--- src/rtl/dma_seq_pkg.sv ---
package dma_seq_pkg;

    typedef enum logic [1:0] {
        MODE_DEMAND  = 2'd0,
        MODE_SINGLE  = 2'd1,
        MODE_BLOCK   = 2'd2,
        MODE_CASCADE = 2'd3
    } xfer_mode_e;

    typedef enum logic [1:0] {
        ST_IDLE = 2'd0,
        ST_HOLD = 2'd1,
        ST_XFER = 2'd2
    } seq_state_e;

endpackage

--- src/rtl/dma_chan_regs.sv ---
module dma_chan_regs import dma_seq_pkg::*; #(
    parameter int AW = 16,
    parameter int PW = 8,
    parameter int CW = 16
) (
    input  logic          clk,
    input  logic          rst_n,
    input  logic          load_i,
    input  logic [AW-1:0] addr_i,
    input  logic [PW-1:0] page_i,
    input  logic [CW-1:0] count_i,
    input  xfer_mode_e    mode_i,
    input  logic          dir_i,
    input  logic          mask_we_i,
    input  logic          mask_i,
    input  logic          step_i,
    input  logic          tc_i,
    output logic [AW-1:0] addr_o,
    output logic [PW-1:0] page_o,
    output logic [CW-1:0] count_o,
    output xfer_mode_e    mode_o,
    output logic          dir_o,
    output logic          mask_o,
    output logic          armed_o
);

    typedef struct packed {
        logic [AW-1:0] addr;
        logic [PW-1:0] page;
        logic [CW-1:0] count;
        xfer_mode_e    mode;
        logic          dir;
        logic          mask;
        logic          armed;
    } chan_s;

    chan_s chan_d, chan_q;

    always_comb begin
        chan_d = chan_q;
        if (step_i) begin
            chan_d.addr  = chan_q.addr + 1'b1;   // page is not touched: wraps in page
            chan_d.count = chan_q.count - 1'b1;
            if (tc_i) begin
                chan_d.armed = 1'b0;
            end
        end
        if (mask_we_i) begin
            chan_d.mask = mask_i;
        end
        if (load_i) begin
            chan_d.addr  = addr_i;
            chan_d.page  = page_i;
            chan_d.count = count_i;
            chan_d.mode  = mode_i;
            chan_d.dir   = dir_i;
            chan_d.armed = 1'b1;
        end
    end

    always_ff @(posedge clk) begin
        if (!rst_n) begin
            chan_q       <= '0;
            chan_q.mode  <= MODE_DEMAND;
            chan_q.mask  <= 1'b1;
        end else begin
            chan_q <= chan_d;
        end
    end

    assign addr_o  = chan_q.addr;
    assign page_o  = chan_q.page;
    assign count_o = chan_q.count;
    assign mode_o  = chan_q.mode;
    assign dir_o   = chan_q.dir;
    assign mask_o  = chan_q.mask;
    assign armed_o = chan_q.armed;

endmodule

--- src/rtl/dma_prio_pick.sv ---
module dma_prio_pick #(
    parameter int NCH = 4,
    localparam int IW = (NCH > 1) ? $clog2(NCH) : 1
) (
    input  logic [NCH-1:0] elig_i,
    output logic           any_o,
    output logic [IW-1:0]  idx_o
);

    // Fixed priority: scanning downward lets the lowest index win.
    always_comb begin
        idx_o = '0;
        for (int c = NCH - 1; c >= 0; c--) begin
            if (elig_i[c]) begin
                idx_o = IW'(c);
            end
        end
    end

    assign any_o = |elig_i;

endmodule

--- src/rtl/dma_seq_fsm.sv ---
module dma_seq_fsm import dma_seq_pkg::*; #(
    parameter int NCH = 4,
    localparam int IW = (NCH > 1) ? $clog2(NCH) : 1
) (
    input  logic          clk,
    input  logic          rst_n,
    input  logic          hold_ack_i,
    input  logic          elig_any_i,
    input  logic [IW-1:0] pick_i,
    input  logic          req_sel_i,
    input  xfer_mode_e    mode_sel_i,
    input  logic          count_zero_i,
    output seq_state_e    state_o,
    output logic [IW-1:0] sel_o,
    output logic          step_o,
    output logic          tc_o
);

    typedef struct packed {
        seq_state_e    state;
        logic [IW-1:0] sel;
    } seq_s;

    seq_s seq_d, seq_q;
    logic xfer_byte;

    assign xfer_byte = (seq_q.state == ST_XFER) && (mode_sel_i != MODE_CASCADE);

    always_comb begin
        seq_d = seq_q;
        case (seq_q.state)
            ST_IDLE: begin
                if (!hold_ack_i && elig_any_i) begin
                    seq_d.state = ST_HOLD;
                    seq_d.sel   = pick_i;
                end
            end
            ST_HOLD: begin
                if (hold_ack_i) begin
                    seq_d.state = ST_XFER;
                end
            end
            ST_XFER: begin
                if (mode_sel_i == MODE_CASCADE) begin
                    if (!req_sel_i) begin
                        seq_d.state = ST_IDLE;
                    end
                end else if (count_zero_i) begin
                    seq_d.state = ST_IDLE;
                end else begin
                    case (mode_sel_i)
                        MODE_SINGLE: seq_d.state = ST_IDLE;
                        MODE_DEMAND: if (!req_sel_i) seq_d.state = ST_IDLE;
                        default: ;
                    endcase
                end
            end
            default: seq_d.state = ST_IDLE;
        endcase
    end

    always_ff @(posedge clk) begin
        if (!rst_n) begin
            seq_q.state <= ST_IDLE;
            seq_q.sel   <= '0;
        end else begin
            seq_q <= seq_d;
        end
    end

    assign state_o = seq_q.state;
    assign sel_o   = seq_q.sel;
    assign step_o  = xfer_byte;
    assign tc_o    = xfer_byte && count_zero_i;

endmodule

--- src/rtl/dma_byte_seq.sv ---
module dma_byte_seq import dma_seq_pkg::*; #(
    parameter int NCH = 4,
    parameter int AW  = 16,
    parameter int PW  = 8,
    parameter int CW  = 16,
    localparam int IW = (NCH > 1) ? $clog2(NCH) : 1
) (
    input  logic             clk,
    input  logic             rst_n,
    input  logic [NCH-1:0]   req_i,
    input  logic             hold_ack_i,
    output logic             hold_req_o,
    output logic [NCH-1:0]   ack_n_o,
    input  logic             cfg_load_i,
    input  logic [IW-1:0]    cfg_chan_i,
    input  logic [AW-1:0]    cfg_addr_i,
    input  logic [PW-1:0]    cfg_page_i,
    input  logic [CW-1:0]    cfg_count_i,
    input  logic [1:0]       cfg_mode_i,
    input  logic             cfg_dir_i,
    input  logic             mask_we_i,
    input  logic [NCH-1:0]   mask_i,
    output logic             addr_en_o,
    output logic [AW+PW-1:0] addr_o,
    output logic             mem_rd_o,
    output logic             mem_wr_o,
    output logic             io_rd_o,
    output logic             io_wr_o,
    output logic             eop_o
);

    logic [AW-1:0]  ch_addr  [NCH];
    logic [PW-1:0]  ch_page  [NCH];
    logic [CW-1:0]  ch_count [NCH];
    xfer_mode_e     ch_mode  [NCH];
    logic [NCH-1:0] ch_dir, ch_mask, ch_armed, elig;

    seq_state_e     state;
    logic [IW-1:0]  sel, pick;
    logic           step, tc, elig_any;

    generate
        for (genvar c = 0; c < NCH; c++) begin : g_chan
            dma_chan_regs #(.AW(AW), .PW(PW), .CW(CW)) i_regs (
                .clk       (clk),
                .rst_n     (rst_n),
                .load_i    (cfg_load_i && (cfg_chan_i == IW'(c))),
                .addr_i    (cfg_addr_i),
                .page_i    (cfg_page_i),
                .count_i   (cfg_count_i),
                .mode_i    (xfer_mode_e'(cfg_mode_i)),
                .dir_i     (cfg_dir_i),
                .mask_we_i (mask_we_i),
                .mask_i    (mask_i[c]),
                .step_i    (step && (sel == IW'(c))),
                .tc_i      (tc),
                .addr_o    (ch_addr[c]),
                .page_o    (ch_page[c]),
                .count_o   (ch_count[c]),
                .mode_o    (ch_mode[c]),
                .dir_o     (ch_dir[c]),
                .mask_o    (ch_mask[c]),
                .armed_o   (ch_armed[c])
            );
            assign elig[c] = req_i[c] && !ch_mask[c] && ch_armed[c];
        end
    endgenerate

    dma_prio_pick #(.NCH(NCH)) i_pick (
        .elig_i (elig),
        .any_o  (elig_any),
        .idx_o  (pick)
    );

    dma_seq_fsm #(.NCH(NCH)) i_fsm (
        .clk          (clk),
        .rst_n        (rst_n),
        .hold_ack_i   (hold_ack_i),
        .elig_any_i   (elig_any),
        .pick_i       (pick),
        .req_sel_i    (req_i[sel]),
        .mode_sel_i   (ch_mode[sel]),
        .count_zero_i (ch_count[sel] == '0),
        .state_o      (state),
        .sel_o        (sel),
        .step_o       (step),
        .tc_o         (tc)
    );

    always_comb begin
        ack_n_o = '1;
        if (state == ST_XFER) begin
            ack_n_o[sel] = 1'b0;
        end
    end

    assign hold_req_o = (state != ST_IDLE);
    assign addr_en_o  = step;
    assign addr_o     = step ? {ch_page[sel], ch_addr[sel]} : '0;
    assign io_rd_o    = step &&  ch_dir[sel];
    assign mem_wr_o   = step &&  ch_dir[sel];
    assign mem_rd_o   = step && !ch_dir[sel];
    assign io_wr_o    = step && !ch_dir[sel];
    assign eop_o      = tc;

endmodule

--- config.mk ---
export PLATFORM = sky130hd
export DESIGN_NAME = dma_byte_seq
export DESIGN_NICKNAME = d
export VERILOG_FILES = /design/src/rtl/dma_seq_pkg.sv /design/src/rtl/dma_chan_regs.sv /design/src/rtl/dma_prio_pick.sv /design/src/rtl/dma_seq_fsm.sv /design/src/rtl/dma_byte_seq.sv
export SDC_FILE = /design/constraint.sdc
export NUM_CORES = 1
export LEC_CHECK = 0
export ABC_AREA = 0
export BUFFER_PORTS_ARGS = -buffer_cell sky130_fd_sc_hd__buf_2
export CORE_MARGIN = 2
export CORE_UTILIZATION = 47
export CTS_BUF_LIST = sky130_fd_sc_hd__clkbuf_2 sky130_fd_sc_hd__clkbuf_4 sky130_fd_sc_hd__clkbuf_8
export CTS_CLUSTER_SIZE = 28
export DETAILED_ROUTE_END_ITERATION = 8
export GPL_TIMING_DRIVEN = 0
export PLACE_DENSITY = 0.68
export SLEW_MARGIN = 25
export SYNTH_ARGS = -nofsm -noshare
export SYNTH_HDL_FRONTEND = slang
export SYNTH_SLANG_ARGS = --single-unit
--- constraint.sdc ---
create_clock -name clk -period 3.03 [get_ports clk]
set_clock_uncertainty 0.2 [all_clocks]
set_input_delay 0.1515 -clock clk [delete_from_list [all_inputs] [get_ports clk]]
set_output_delay 0.1515 -clock clk [all_outputs]
set_load 0.02 [all_outputs]
==> reports/qor.csv, run 1 <==
stage;metric;value;unit
status;status;finished, violations left;
status;violations;setup timing;
worst_setup_path;timing.rr.start;i_fsm.sel_o[0];
timing;fin_ws;-0.09392;ns
power;power_density;410.2;nW/um^2
placement;place.gp.congestion;0.8639;
timing;fin_hold_ws;0.03087;ns
logic_synthesis;syn_inst;1159;
logic_synthesis;avgSynthCellArea;8.579;um^2
timing;maxSlewViolCount;0;
floorplanning;fp-row-count;53;
clock_network;clkTransAtPathRegs;0.11;ns
logic_synthesis;ys_async_sr_fraction;0;%
global_route;track_usage;29.83;%
job;max-cap-violations;0;
drt;totalWireLength;33290;um
worst_setup_path;crit_slowest_cell;mux4_2;
timing;relSlewSlack;44.01;%
worst_setup_path;startpoint;i_fsm.sel_o[0];
timing;fin_crit_sh;103.1;%
final_layout;postLayoutCellArea;12340;um^2
logic_synthesis;syn_nets;1228;
logic_synthesis;netlist_area;9943;um^2
floorplanning;fp.dieH;149.5;um
worst_setup_path;cp_top_family;buffers and inverters;
placement;io_buffers;91;
worst_setup_path;critical_path_arrival;2.77;ns
global_route;grt_overflow;0;
drt;drc;0;
global_route;antenna_found_initial;0;
drt;antenna_left;0;
worst_setup_path;critPathRequiredTime;2.68;ns
final_layout;final_cells;1637;
final_layout;final_layout_size_suffix_gt1_share;19.82;%
final_layout;nNetsFinal;1418;
logic_synthesis;synthTopCellsByCount;184 x dfxtp_1, 149 x nand2_1, 109 x a21oi_1;
final_layout;antenna_cells;0;
logic_synthesis;synthTopCellsByArea;dfxtp_1 37%, mux4_2 6.3%, xnor2_1 6.3%;
floorplanning;die_width;149.5;um
drt;drtIter0Drc;843;
logic_synthesis;synth_edf_count;0;
worst_setup_path;max_stage_delay;0.57;ns
clock_network;numCtsBuffers;17;
clock_network;root_buffer;clkbuf_8;
placement;dp_cells;1525;
logic_synthesis;ys_ff_latch;184;
clock_network;htree_levels;4;
logic_synthesis;synth-main-ff-cell;dfxtp_1;
drt;vias;9602;
clock_network;insertion_delay;0.49;ns
final_layout;multi_input_comb_area;5972;um^2
final_layout;fillCellCount;1843;
worst_setup_path;path_max_fanout;6;
timing;setup_viol;20;
floorplanning;core_area;20890;um^2
logic_synthesis;netlist-cell-type-count;62;
timing;rsz0062_at_grt;true;
floorplanning;io_pins;93;
worst_setup_path;cp_cell_sequence;mux4_2 > ha_4 > buf_12 > or2_4 > clkinvlp_4 > clkbuf_16 > and2_4 > buf_6;
timing;worst_pin_slew;0.8399;ns
global_route;grt_max_degree;21;
logic_synthesis;synth.largest_area_cell;dfxtp_1;
timing;clock.fmax;320.1;MHz
clock_network;cts_max_path_buffers;2;
global_route;grt_pass1_vias;9094;
floorplanning;start_util;47.60;%
drt;wire_per_inst;20.33;um
logic_synthesis;yosysMostFrequentCell;dfxtp_1;
clock_network;cts_tree;done;
timing;min_period;3.124;ns
logic_synthesis;yosysWarningCount;0;
drt;firstDrtPassIters;5;
clock_network;cts_sinks;184;
final_layout;register_area;3687;um^2
final_layout;fin_util;59.08;%
placement;postPlaceCellArea;10770;um^2
power;ir_drop;0.3236;mV
final_layout;area_growth;24.11;%
worst_setup_path;startpoint_type;flip-flop;
worst_setup_path;critical_path_buf_inv_count;4;
placement;hpwl;23610;um
worst_setup_path;critPathCaptureType;output pin;
floorplanning;die_area;22340;um^2
drt;vias_per_cell;5.866;
logic_synthesis;synth_top_area_share;37.05;%
logic_synthesis;yosysSeqAreaShare;37.05;%
worst_hold_path;hp-class;in2reg;
worst_setup_path;crit_type;reg2out;
power;power_leakage;4.288;nW
worst_hold_path;min_from;req_i[2];
global_route;grt_pass1_wl;50360;um
placement;post-place-ws;-0.7307;ns
timing;hold_violations;0;
## metal layers
metal,vias to the layer above,GRT usage [%],wire (um)
li1,4467,-,-
met1,4628,39.52,13560
met2,416,47.59,15530
met3,91,5.091,2807
met4,0,13.81,1390
met5,-,0,0
## layout by cell type, fill, tap and decap left out, types with 4 or more instances in the layout
master           n
o21ai_0         66
xnor2_1         72
or4_4            5
dlygate4sd3_1   62
nor3_1          29
xor2_1          47
nor4_1          10
a21oi_1        109
nand3_1         25
mux2i_1          4
a31oi_1          5
inv_8            8
nand4_1         19
nor2b_1          5
clkbuf_1        54
mux4_2          28
and2_4          20
and2_1           9
nand2_1        148
inv_6            4
a211oi_1        65
buf_4           26
o211ai_1         6
ha_1            10
a311oi_1         4
nor4_4           8
dfxtp_1        183
or2_2            6
buf_2           69
nor4_2           9
nand3b_1         5
or4_1            4
buf_6           27
clkbuf_8        22
or3_1            5
nor2_1         100
inv_1           25
## stage by stage
| stage | power [mW] | TNS (ns) |
|---|---|---|
| after global routing | 5.225 | -1.894 |
| after detailed placement | 3.275 | -60.15 |
| after floorplan | 3.040 | -0.003596 |
| after global placement | 3.261 | -57.86 |
| final | 5.062 | -1.088 |
| after CTS | 5.029 | -2.773 |
## area by class of cell
type / count / share of cell area, %
repair inverters: 1 / 0.04056
flip-flops and latches: 184 / 29.88
multi-input cells: 868 / 48.39
clock buffers: 17 / 1.896
inverters: 26 / 0.8212
plain buffers: 78 / 3.630
clock inverters: 15 / 1.348
repair buffers: 173 / 11.20
well taps: 275 / 2.788
## worst min-delay path: stages
cell and delay, ns:
buf_2 0.10, a31oi_1 0.14, nor2_1 0.10, o221a_2 0.19
## worst paths after layout
path / to / slack (ns) / depth (start not counted)
hold / removal: i_fsm.sel_o[1] / 0.03 / 4
setup / recovery: addr_o[15] / -0.09 / 8
setup reg to reg: g_chan[1].i_regs.addr_o[3] / 0.08 / 9
hold reg to reg: g_chan[3].i_regs.page_o[1] / 0.26 / 2
## where the power goes
group	switching (mW)	internal, mW
Sequential	0.117	2.53
Combinational	0.390	0.301
Clock	1.09	0.637
## timing repair
item,4_1_cts,5_1_grt
setup buffers,14,3
endpoints found under the setup margin,161,70
hold buffers,62,0
pin swaps,7,8
hold endpoints to repair,182,0
cloned,3,1
gates resized for setup,80,36
## cells by family after synthesis
kind of cell	share of synthesized area, %
buffers and inverters	5.008
XOR/XNOR	10.48
flip-flops	37.05
AO/OA/AOI/OAI	15.48
AND/OR/NAND/NOR	23.86
multiplexers	6.745
adder cells (fa/ha/maj)	1.384
## registers in the layout, summed over array words and instances, names as in the netlist
register	count
i_fsm.sel_o	2
g_chan.i_regs.dir_o	4
g_chan.i_regs.mask_o	4
g_chan.i_regs.mode_o	8
g_chan.i_regs.armed_o	4
g_chan.i_regs.page_o	32
g_chan.i_regs.count_o	64
i_fsm.state_o	2
g_chan.i_regs.addr_o	64
No activity file was read; power rests on OpenSTA's default activity.
==> run 2: changes to the inputs <==
==> constraint.sdc (replaced) <==
create_clock -name clk -period 2.6 [get_ports clk]
set_clock_uncertainty 0.2 [all_clocks]
set_input_delay 0.13 -clock clk [delete_from_list [all_inputs] [get_ports clk]]
set_output_delay 0.13 -clock clk [all_outputs]
set_load 0.02 [all_outputs]
==> run 2 against run 1 <==
  * The flow still finishes with violations (setup timing)
  * Critical endpoint is now addr_o[14]
  * Worst setup slack worse by 0.33 ns
  * Total power up 20%
  * Critical path type unchanged
  * First-iteration DRC count down 6.0%
  * Sequential cell count unchanged
  * Critical path depth up 1
  * Clock power up 19%
==> reports/qor.csv, run 2 (synthesized netlist as in run 1, its figures left out) <==
stage;metric;value;unit
timing;tns;-39.52;ns
drt;firstDrtPassIters;5;
final_layout;nNetsFinal;1487;
status;status;finished, violations left;
clock_network;insertion_delay;0.50;ns
global_route;track_usage;31.84;%
floorplanning;core_area;20890;um^2
drt;wire_per_inst;21.56;um
final_layout;mostFrequentLayoutCells;177 x dfxtp_1, 132 x nand2_1, 109 x a21oi_1;
timing;hold_violations;0;
final_layout;fin_util;68.31;%
placement;io_buffers;91;
clock_network;cts_max_path_buffers;2;
worst_setup_path;path_max_fanout;8;
clock_network;root_buffer;clkbuf_8;
timing;rsz0062_at_grt;true;
global_route;grt_pass1_wl;53760;um
drt;vias_per_cell;5.961;
final_layout;final_layout_size_suffix_gt1_share;33.05;%
global_route;grt_max_degree;21;
drt;drc;0;
timing;worst_pin_slew;0.9415;ns
power;power_leakage;5.180;nW
worst_setup_path;critPathRequiredTime;2.27;ns
floorplanning;fp-row-count;53;
drt;vias;10170;
clock_network;numCtsBuffers;17;
clock_network;cts_tree;done;
clock_network;clkTransAtPathRegs;0.11;ns
placement;dp_cells;1525;
floorplanning;die_width;149.5;um
timing;relSlewSlack;37.23;%
timing;fin_hold_ws;0.01478;ns
floorplanning;io_pins;93;
final_layout;fillCellCount;1513;
floorplanning;fp.dieH;149.5;um
drt;drtIter0Drc;792;
global_route;antenna_found_initial;0;
timing;fin_crit_sh;116.2;%
global_route;met2_usage;51.54;%
timing;min_period;3.022;ns
worst_setup_path;critPathCaptureType;output pin;
job;max-cap-violations;0;
timing;clock.fmax;330.9;MHz
worst_setup_path;critical_path_arrival;2.69;ns
worst_setup_path;startpoint_type;flip-flop;
global_route;gr-max-usage-layer;met2;
final_layout;layout_commonest_cell;dfxtp_1;
worst_setup_path;crit_type;reg2out;
global_route;grt_util_met3;9.451;%
placement;hpwl;23560;um
power;power_density;425.5;nW/um^2
timing;fin_ws;-0.4220;ns
final_layout;antenna_cells;0;
final_layout;final_cells;1706;
global_route;gr-usage-met1;39.39;%
drt;antenna_left;0;
floorplanning;die_area;22340;um^2
clock_network;htree_levels;4;
global_route;grt_overflow;0;
status;violations;setup timing;
final_layout;area_growth;43.51;%
floorplanning;start_util;47.60;%
timing;maxSlewViolCount;0;
global_route;grt_pass1_vias;9707;
clock_network;cts_sinks;184;
drt;totalWireLength;36780;um
timing;setup_viol;161;
worst_hold_path;hp-class;in2reg;
power;ir_drop;0.2878;mV
placement;place.gp.congestion;0.9221;
## run 2: cell count changes in the layout (fill, tap and decap cells not counted), moves of 10 or more
| cell | previous run | this run |
|---|---|---|
| a211oi_1 | 65 | 46 |
| a211oi_2 | 0 | 19 |
| buf_6 | 27 | 86 |
| nand2_1 | 148 | 132 |
| nand2_2 | 1 | 13 |
| nand3_1 | 25 | 15 |
| nor2_1 | 100 | 89 |
| nor2_4 | 2 | 15 |
| nor3_1 | 29 | 5 |
| nor3_4 | 1 | 23 |
| nor4_4 | 8 | 18 |
| xnor2_1 | 72 | 52 |
| xnor2_2 | 0 | 20 |
## run 2: power by group
group          switching, mW  leakage (nW)  internal (mW)  total (mW)
Combinational          0.528          3.47          0.399       0.926
Sequential             0.157          1.51           2.95        3.11
Clock                   1.30         0.206          0.739        2.04
Total                   1.98          5.18           4.09        6.07
## run 2: timing repair
action                                  4_1_cts  5_1_grt
cloned                                        3        1
hold endpoints to repair                    182        0
buffers inserted                             60       35
hold buffers                                 62        0
resized for setup                           233      130
pin swaps                                   158      121
endpoints found under the setup margin      163      163
## run 2: worst max-delay path: stages, from the launching register on
cell	delay [ns]
dfxtp_4	0.38
buf_12	0.11
mux4_2	0.55
ha_4	0.21
buf_12	0.12
or2_4	0.28
clkinv_8	0.11
clkbuf_16	0.16
and2_4	0.15
buf_6	0.11
## run 2: final cells by class
cell class | count | area [um^2] | area share [%]
plain buffers | 79 | 504.2 | 3.534
clock buffers | 17 | 234.0 | 1.640
clock inverters | 15 | 170.2 | 1.192
inverters | 26 | 110.1 | 0.7716
multi-input cells | 868 | 6975 | 48.88
flip-flops and latches | 184 | 3700 | 25.93
well taps | 275 | 344.1 | 2.411
repair buffers | 242 | 2232 | 15.64
## run 2: worst paths after layout
check	from	depth (start not counted)	slack (ns)	end
max	i_fsm.sel_o[0]	9	-0.42	addr_o[14]
min	req_i[2]	4	0.01	i_fsm.sel_o[1]
max reg2reg	i_fsm.sel_o[0]	11	-0.37	g_chan[2].i_regs.count_o[8]
min reg2reg	g_chan[1].i_regs.page_o[3]	2	0.27	g_chan[1].i_regs.page_o[3]
## run 2: through the flow
stage	total power, mW	setup slack (ns)	area [um^2]
finish	6.072	-0.4220	14270
global route	6.249	-0.4966	14270
CTS	5.919	-0.4643	13540
detailed placement	3.825	-0.7035	11000
global placement	3.812	-0.6827	11000
floorplan	3.553	-0.1107	10200
## run 2: metal layers
layer / up-vias / share of wire, % / routed length [um]
met2: 502 / 48 / 17590
met5: - / 0 / 0
met1: 4956 / 39 / 14370
met4: 0 / 3.7 / 1371
li1: 4615 / - / -
met3: 96 / 9.4 / 3439
